## config.mk

```make
export PLATFORM = sky130hd
export DESIGN_NAME = trap_entry_unit
export DESIGN_NICKNAME = d
export VERILOG_FILES = /design/src/rtl/trap_entry_unit.sv
export SDC_FILE = /design/constraint.sdc
export NUM_CORES = 1
export LEC_CHECK = 0
export ABC_CLOCK_PERIOD_IN_PS = 17220
export BUFFER_PORTS_ARGS = -buffer_cell sky130_fd_sc_hd__buf_2
export CORE_ASPECT_RATIO = 1.1
export CORE_MARGIN = 8
export CORE_UTILIZATION = 57
export CTS_CLUSTER_DIAMETER = 60
export DETAILED_ROUTE_END_ITERATION = 10
export PLACE_DENSITY = 0.82
export SYNTH_ARGS = -nofsm -noshare
export SYNTH_HDL_FRONTEND = slang
export SYNTH_SLANG_ARGS = --single-unit
```

## constraint.sdc

```tcl
create_clock -name clk -period 17.22 [get_ports clk]
set_clock_uncertainty 0.05 [all_clocks]
set_input_delay 2.583 -clock clk [delete_from_list [all_inputs] [get_ports clk]]
set_output_delay 2.583 -clock clk [all_outputs]
set_load 0.02 [all_outputs]
```

## src/rtl/trap_entry_unit.sv

```systemverilog
module trap_entry_unit #(
  parameter int          AW          = 32,
  parameter int          NREG        = 32,
  parameter logic [AW-1:0] RESET_BASE = 32'h0000_8000,
  parameter logic [NREG-1:0] SHADOW_MASK = 32'h0200_7F00,
  localparam int         RW          = $clog2(NREG)
) (
  input  logic          clk,
  input  logic          rst_n,
  input  logic          fault_valid,
  input  logic [4:0]    fault_code,
  input  logic [AW-1:0] cur_pc,
  input  logic          rei_valid,
  input  logic          in_priv,
  input  logic [AW-1:0] priv_base,
  input  logic [RW-1:0] reg_idx,
  output logic [AW-1:0] next_pc,
  output logic [AW-1:0] next_npc,
  output logic          redirect,
  output logic [AW-1:0] restart_addr,
  output logic          shadow_sel,
  output logic          reg_shadowed,
  output logic          intr_recheck,
  output logic          swap_err,
  output logic          unsup
);

  localparam logic [4:0] C_RESET = 5'd1;
  localparam logic [4:0] C_ARITH = 5'd3;
  localparam logic [4:0] C_INTR  = 5'd4;
  localparam logic [4:0] C_UNIMP = 5'd13;
  localparam logic [4:0] C_PCALL = 5'd15;
  localparam logic [4:0] C_LAST  = 5'd16;
  localparam logic [AW-1:0] STEP = AW'(4);

  function automatic logic [15:0] vec_off(input logic [4:0] c);
    case (c)
      5'd1:          vec_off = 16'h0001;
      5'd2:          vec_off = 16'h0401;
      5'd3, 5'd16:   vec_off = 16'h0501;
      5'd4:          vec_off = 16'h0101;
      5'd5:          vec_off = 16'h0201;
      5'd6:          vec_off = 16'h0281;
      5'd7:          vec_off = 16'h0301;
      5'd8, 5'd9:    vec_off = 16'h0381;
      5'd10, 5'd11:  vec_off = 16'h0181;
      5'd12:         vec_off = 16'h0081;
      5'd13:         vec_off = 16'h0481;
      5'd14:         vec_off = 16'h0581;
      5'd15:         vec_off = 16'h2001;
      default:       vec_off = 16'h0000;
    endcase
  endfunction

  logic          code_ok, take_fault, bad_ret, good_ret, entry;
  logic          keep_ra, skip, swap_in, swap_out;
  logic [4:0]    eff_code;
  logic [AW-1:0] tgt;

  assign code_ok    = (fault_code != 5'd0) && (fault_code <= C_LAST);
  assign take_fault = fault_valid && code_ok;
  assign bad_ret    = rei_valid && !take_fault && !in_priv;
  assign good_ret   = rei_valid && !take_fault && in_priv;
  assign entry      = take_fault || bad_ret;
  assign eff_code   = take_fault ? fault_code : C_UNIMP;
  assign tgt        = priv_base + AW'(vec_off(eff_code));
  assign keep_ra    = take_fault && (fault_code == C_INTR) && in_priv;
  assign skip       = take_fault && ((fault_code == C_ARITH) || (fault_code == C_PCALL));
  assign swap_in    = entry && !in_priv;
  assign swap_out   = good_ret && !restart_addr[0];

  assign reg_shadowed = shadow_sel && SHADOW_MASK[reg_idx];

  always_ff @(posedge clk) begin
    if (!rst_n) begin
      next_pc      <= RESET_BASE + AW'(vec_off(C_RESET));
      next_npc     <= RESET_BASE + AW'(vec_off(C_RESET)) + STEP;
      restart_addr <= '0;
      shadow_sel   <= 1'b1;
      redirect     <= 1'b0;
      intr_recheck <= 1'b0;
      swap_err     <= 1'b0;
      unsup        <= 1'b0;
    end else begin
      redirect     <= entry || good_ret;
      intr_recheck <= good_ret;
      unsup        <= take_fault && (fault_code == C_ARITH);
      swap_err     <= (swap_in && shadow_sel) || (swap_out && !shadow_sel);
      if (entry) begin
        next_pc  <= tgt;
        next_npc <= tgt + STEP;
        if (!keep_ra) restart_addr <= skip ? cur_pc + STEP : cur_pc;
        if (swap_in) shadow_sel <= 1'b1;
      end else if (good_ret) begin
        next_pc  <= restart_addr;
        next_npc <= restart_addr + STEP;
        if (swap_out) shadow_sel <= 1'b0;
      end
    end
  end

endmodule

```

==> impl_metrics.ini <==
[power]
p_per_area_nw_per_um2 = 87.5
ir_worst_vdd_mv = 0.0441
p_leak_uw = 0.00317

[cts]
cts-root-buf = clkbuf_16
cts_buffers = 9
numClockSinks = 99
ctsResizeCount = 0
postCtsHoldBufs = 0
clk_latency_ns = 0.35
cts_tree = built
clk_pin_slew_ns = 0.07
htreeDepth = 3
cts_setup_buffers = 0
cts.path.max_buffers = 2

[synthesis]
syn_inst = 825
synth_ff_type = dfxtp_1
synth.top_cell.area_share_pct = 31.2
ys_ff_latch = 99
ys_warn_count = 0
seq_area_frac_synth_pct = 31.2
synthTopCellsByArea = dfxtp_1, nor2_1, nand2_1
synth_fp_nets = 916
synthArstFlopShare_pct = 0
yosysTopAreaCell = dfxtp_1
synth-edff-count = 0
syn_avg_cell_area_um2 = 7.71
netlist-cell-type-count = 74
synth_area_um2 = 6360

[critical_path]
crit_fanout = 14
cp.arrival_ns = 7.70
crit_path_end_kind = flip-flop
startpoint_type = input pin
criticalPathCategory = input pin to flip-flop
crit_required_ns = 17.45

[route]
ant_nets = 0
wl_per_cell_um = 17.1
totalWireLength_um = 19200
drtPass1Iterations = 5
viasPerCell = 5.85
drc = 0
drt_iter0_drc = 567
vias = 6581

[final_layout]
area.growth.synth_to_final_pct = 19.2
layout_commonest_cell = buf_2
finalCoreUtilization_pct = 69.5
layout_common_cells = buf_2, nor2_1, dfxtp_1, nand2_1, a21oi_1
final_nets = 1062
drive_gt1_share_pct = 23.3

[global_route]
overflow = 0
grt_pass1_vias = 6066
grt_pass1_wl_um = 30700
grt_max_degree = 80
antenna_found_initial = 3
grtUsageTotal_pct = 25.9

[sta]
hold_ws_ns = 0.397
fin_crit_ns = 7.48
fin_ws_ns = 9.74
setup_viol = 0
tightest_slew_ns = 0.829
fin_crit_sh_pct = 43.4
maxSlewViolCount = 0
timing.slew.headroom_pct = 44.7
rsz0062_at_grt = false
hold_viol = 0
fmax_ghz = 0.134
setup_tns_ns = 0

[floorplan]
io-pin-count = 181
die_h_um = 127
fp.coreArea_um2 = 10900
rows = 40
die_x_um = 117
die-area_um2 = 14800
start_util_pct = 58.3

[placement]
port_buffers = 180
hpwl_um = 14900
dp_slack_ns = 9.47
place.gp.congestion = 0.965

[flow_run]
cap_viol_max_count = 0

[status]
status = finished, final reports clean

[worst_hold_path]
min_path_type = flip-flop to flip-flop
## sequential cells by signal, indices dropped and copies added (netlist names)
| signal | count |
|---|---|
| unsup | 1 |
| restart_addr | 32 |
| swap_err | 1 |
| intr_recheck | 1 |
| next_npc | 30 |
| next_pc | 32 |
| redirect | 1 |
| shadow_sel | 1 |
## stage by stage
stage | total power, uW | cell area, um^2 | cells
2_1_floorplan | 389 | 6360 | 825
3_3_place_gp | 449 | 7260 | 1107
3_5_place_dp | 451 | 7260 | 1107
4_1_cts | 665 | 7580 | 1123
5_1_grt | 692 | 7580 | 1125
6_report | 663 | 7580 | 1125
## report_power, final
part	switching, uW	internal [uW]	total, uW
Sequential	15.6	250	265
Clock	95.9	120	216
Combinational	118	64.3	182
Total	230	434	663
## logic make-up after synthesis
| family | Yosys count | share of synthesized area (%) |
|---|---|---|
| AND/OR/NAND/NOR | 369 | 29.0 |
| multiplexers | 16 | 2.69 |
| buffers and inverters | 67 | 4.84 |
| XOR/XNOR | 63 | 8.67 |
| adder cells (fa/ha/maj) | 12 | 2.36 |
| flip-flops | 99 | 31.2 |
| AO/OA/AOI/OAI | 199 | 21.3 |
## routing by layer
| metal | wire [um] | vias up | GRT usage (%) |
|---|---|---|---|
| met5 | 8 | - | 0 |
| met4 | 400 | 2 | 9.43 |
| met3 | 1370 | 32 | 4.27 |
| met2 | 8720 | 229 | 39.9 |
| met1 | 8730 | 3031 | 35.3 |
| li1 | - | 3287 | - |
## final cells by class
cell class | instances | area (um^2)
Clock buffer | 10 | 239
Timing Repair Buffer | 187 | 953
Tap cell | 147 | 184
Fill cell | 1001 | 3330
Antenna cell | 2 | 5.00
Multi-Input combinational cell | 659 | 4090
Sequential cell | 99 | 1980
Inverter | 15 | 56.3
Clock inverter | 6 | 77.6
## synthesized netlist by cell type, types with 8 or more instances
master and count:
and4_1 8, and2_1 8, o21ai_0 39, nand4_1 16
a211oi_1 41, nand2_1 93, a21oi_1 46, or3_1 13
xnor2_1 33, nor2_1 108, clkbuf_1 32, a311oi_1 8
nand3_1 42, mux2i_1 13, buf_2 11, and3_1 15
ha_1 12, nor3_1 21, inv_1 14, xor2_1 30
dfxtp_1 99, a31oi_1 11
## path summary, 6_finish.rpt
path         slack [ns]  cells past startpoint       startpoint      endpoint
max                9.74                     20    fault_code[0]  next_npc[27]
min                0.40                      2      next_pc[20]   next_pc[20]
max reg2reg       14.42                      9  restart_addr[3]  next_npc[28]
min reg2reg        0.40                      2      next_pc[20]   next_pc[20]
## worst max-delay path: stages
cell and delay [ns]:
buf_2 0.14, nor4_4 0.40, mux2i_1 0.23, buf_4 0.22, nor2_1 0.10, ha_1 0.21, nand2_1 0.13, xnor2_1 0.13
nand2_1 0.07, ha_1 0.26, ha_1 0.29, and3_1 0.24, a21o_1 0.24, a311oi_4 0.64, xnor2_1 0.19, o31ai_2 0.31
and4_1 0.42, nand2_2 0.16, or4_1 0.55, a31oi_1 0.18
No activity file was read; power rests on OpenSTA's default activity.
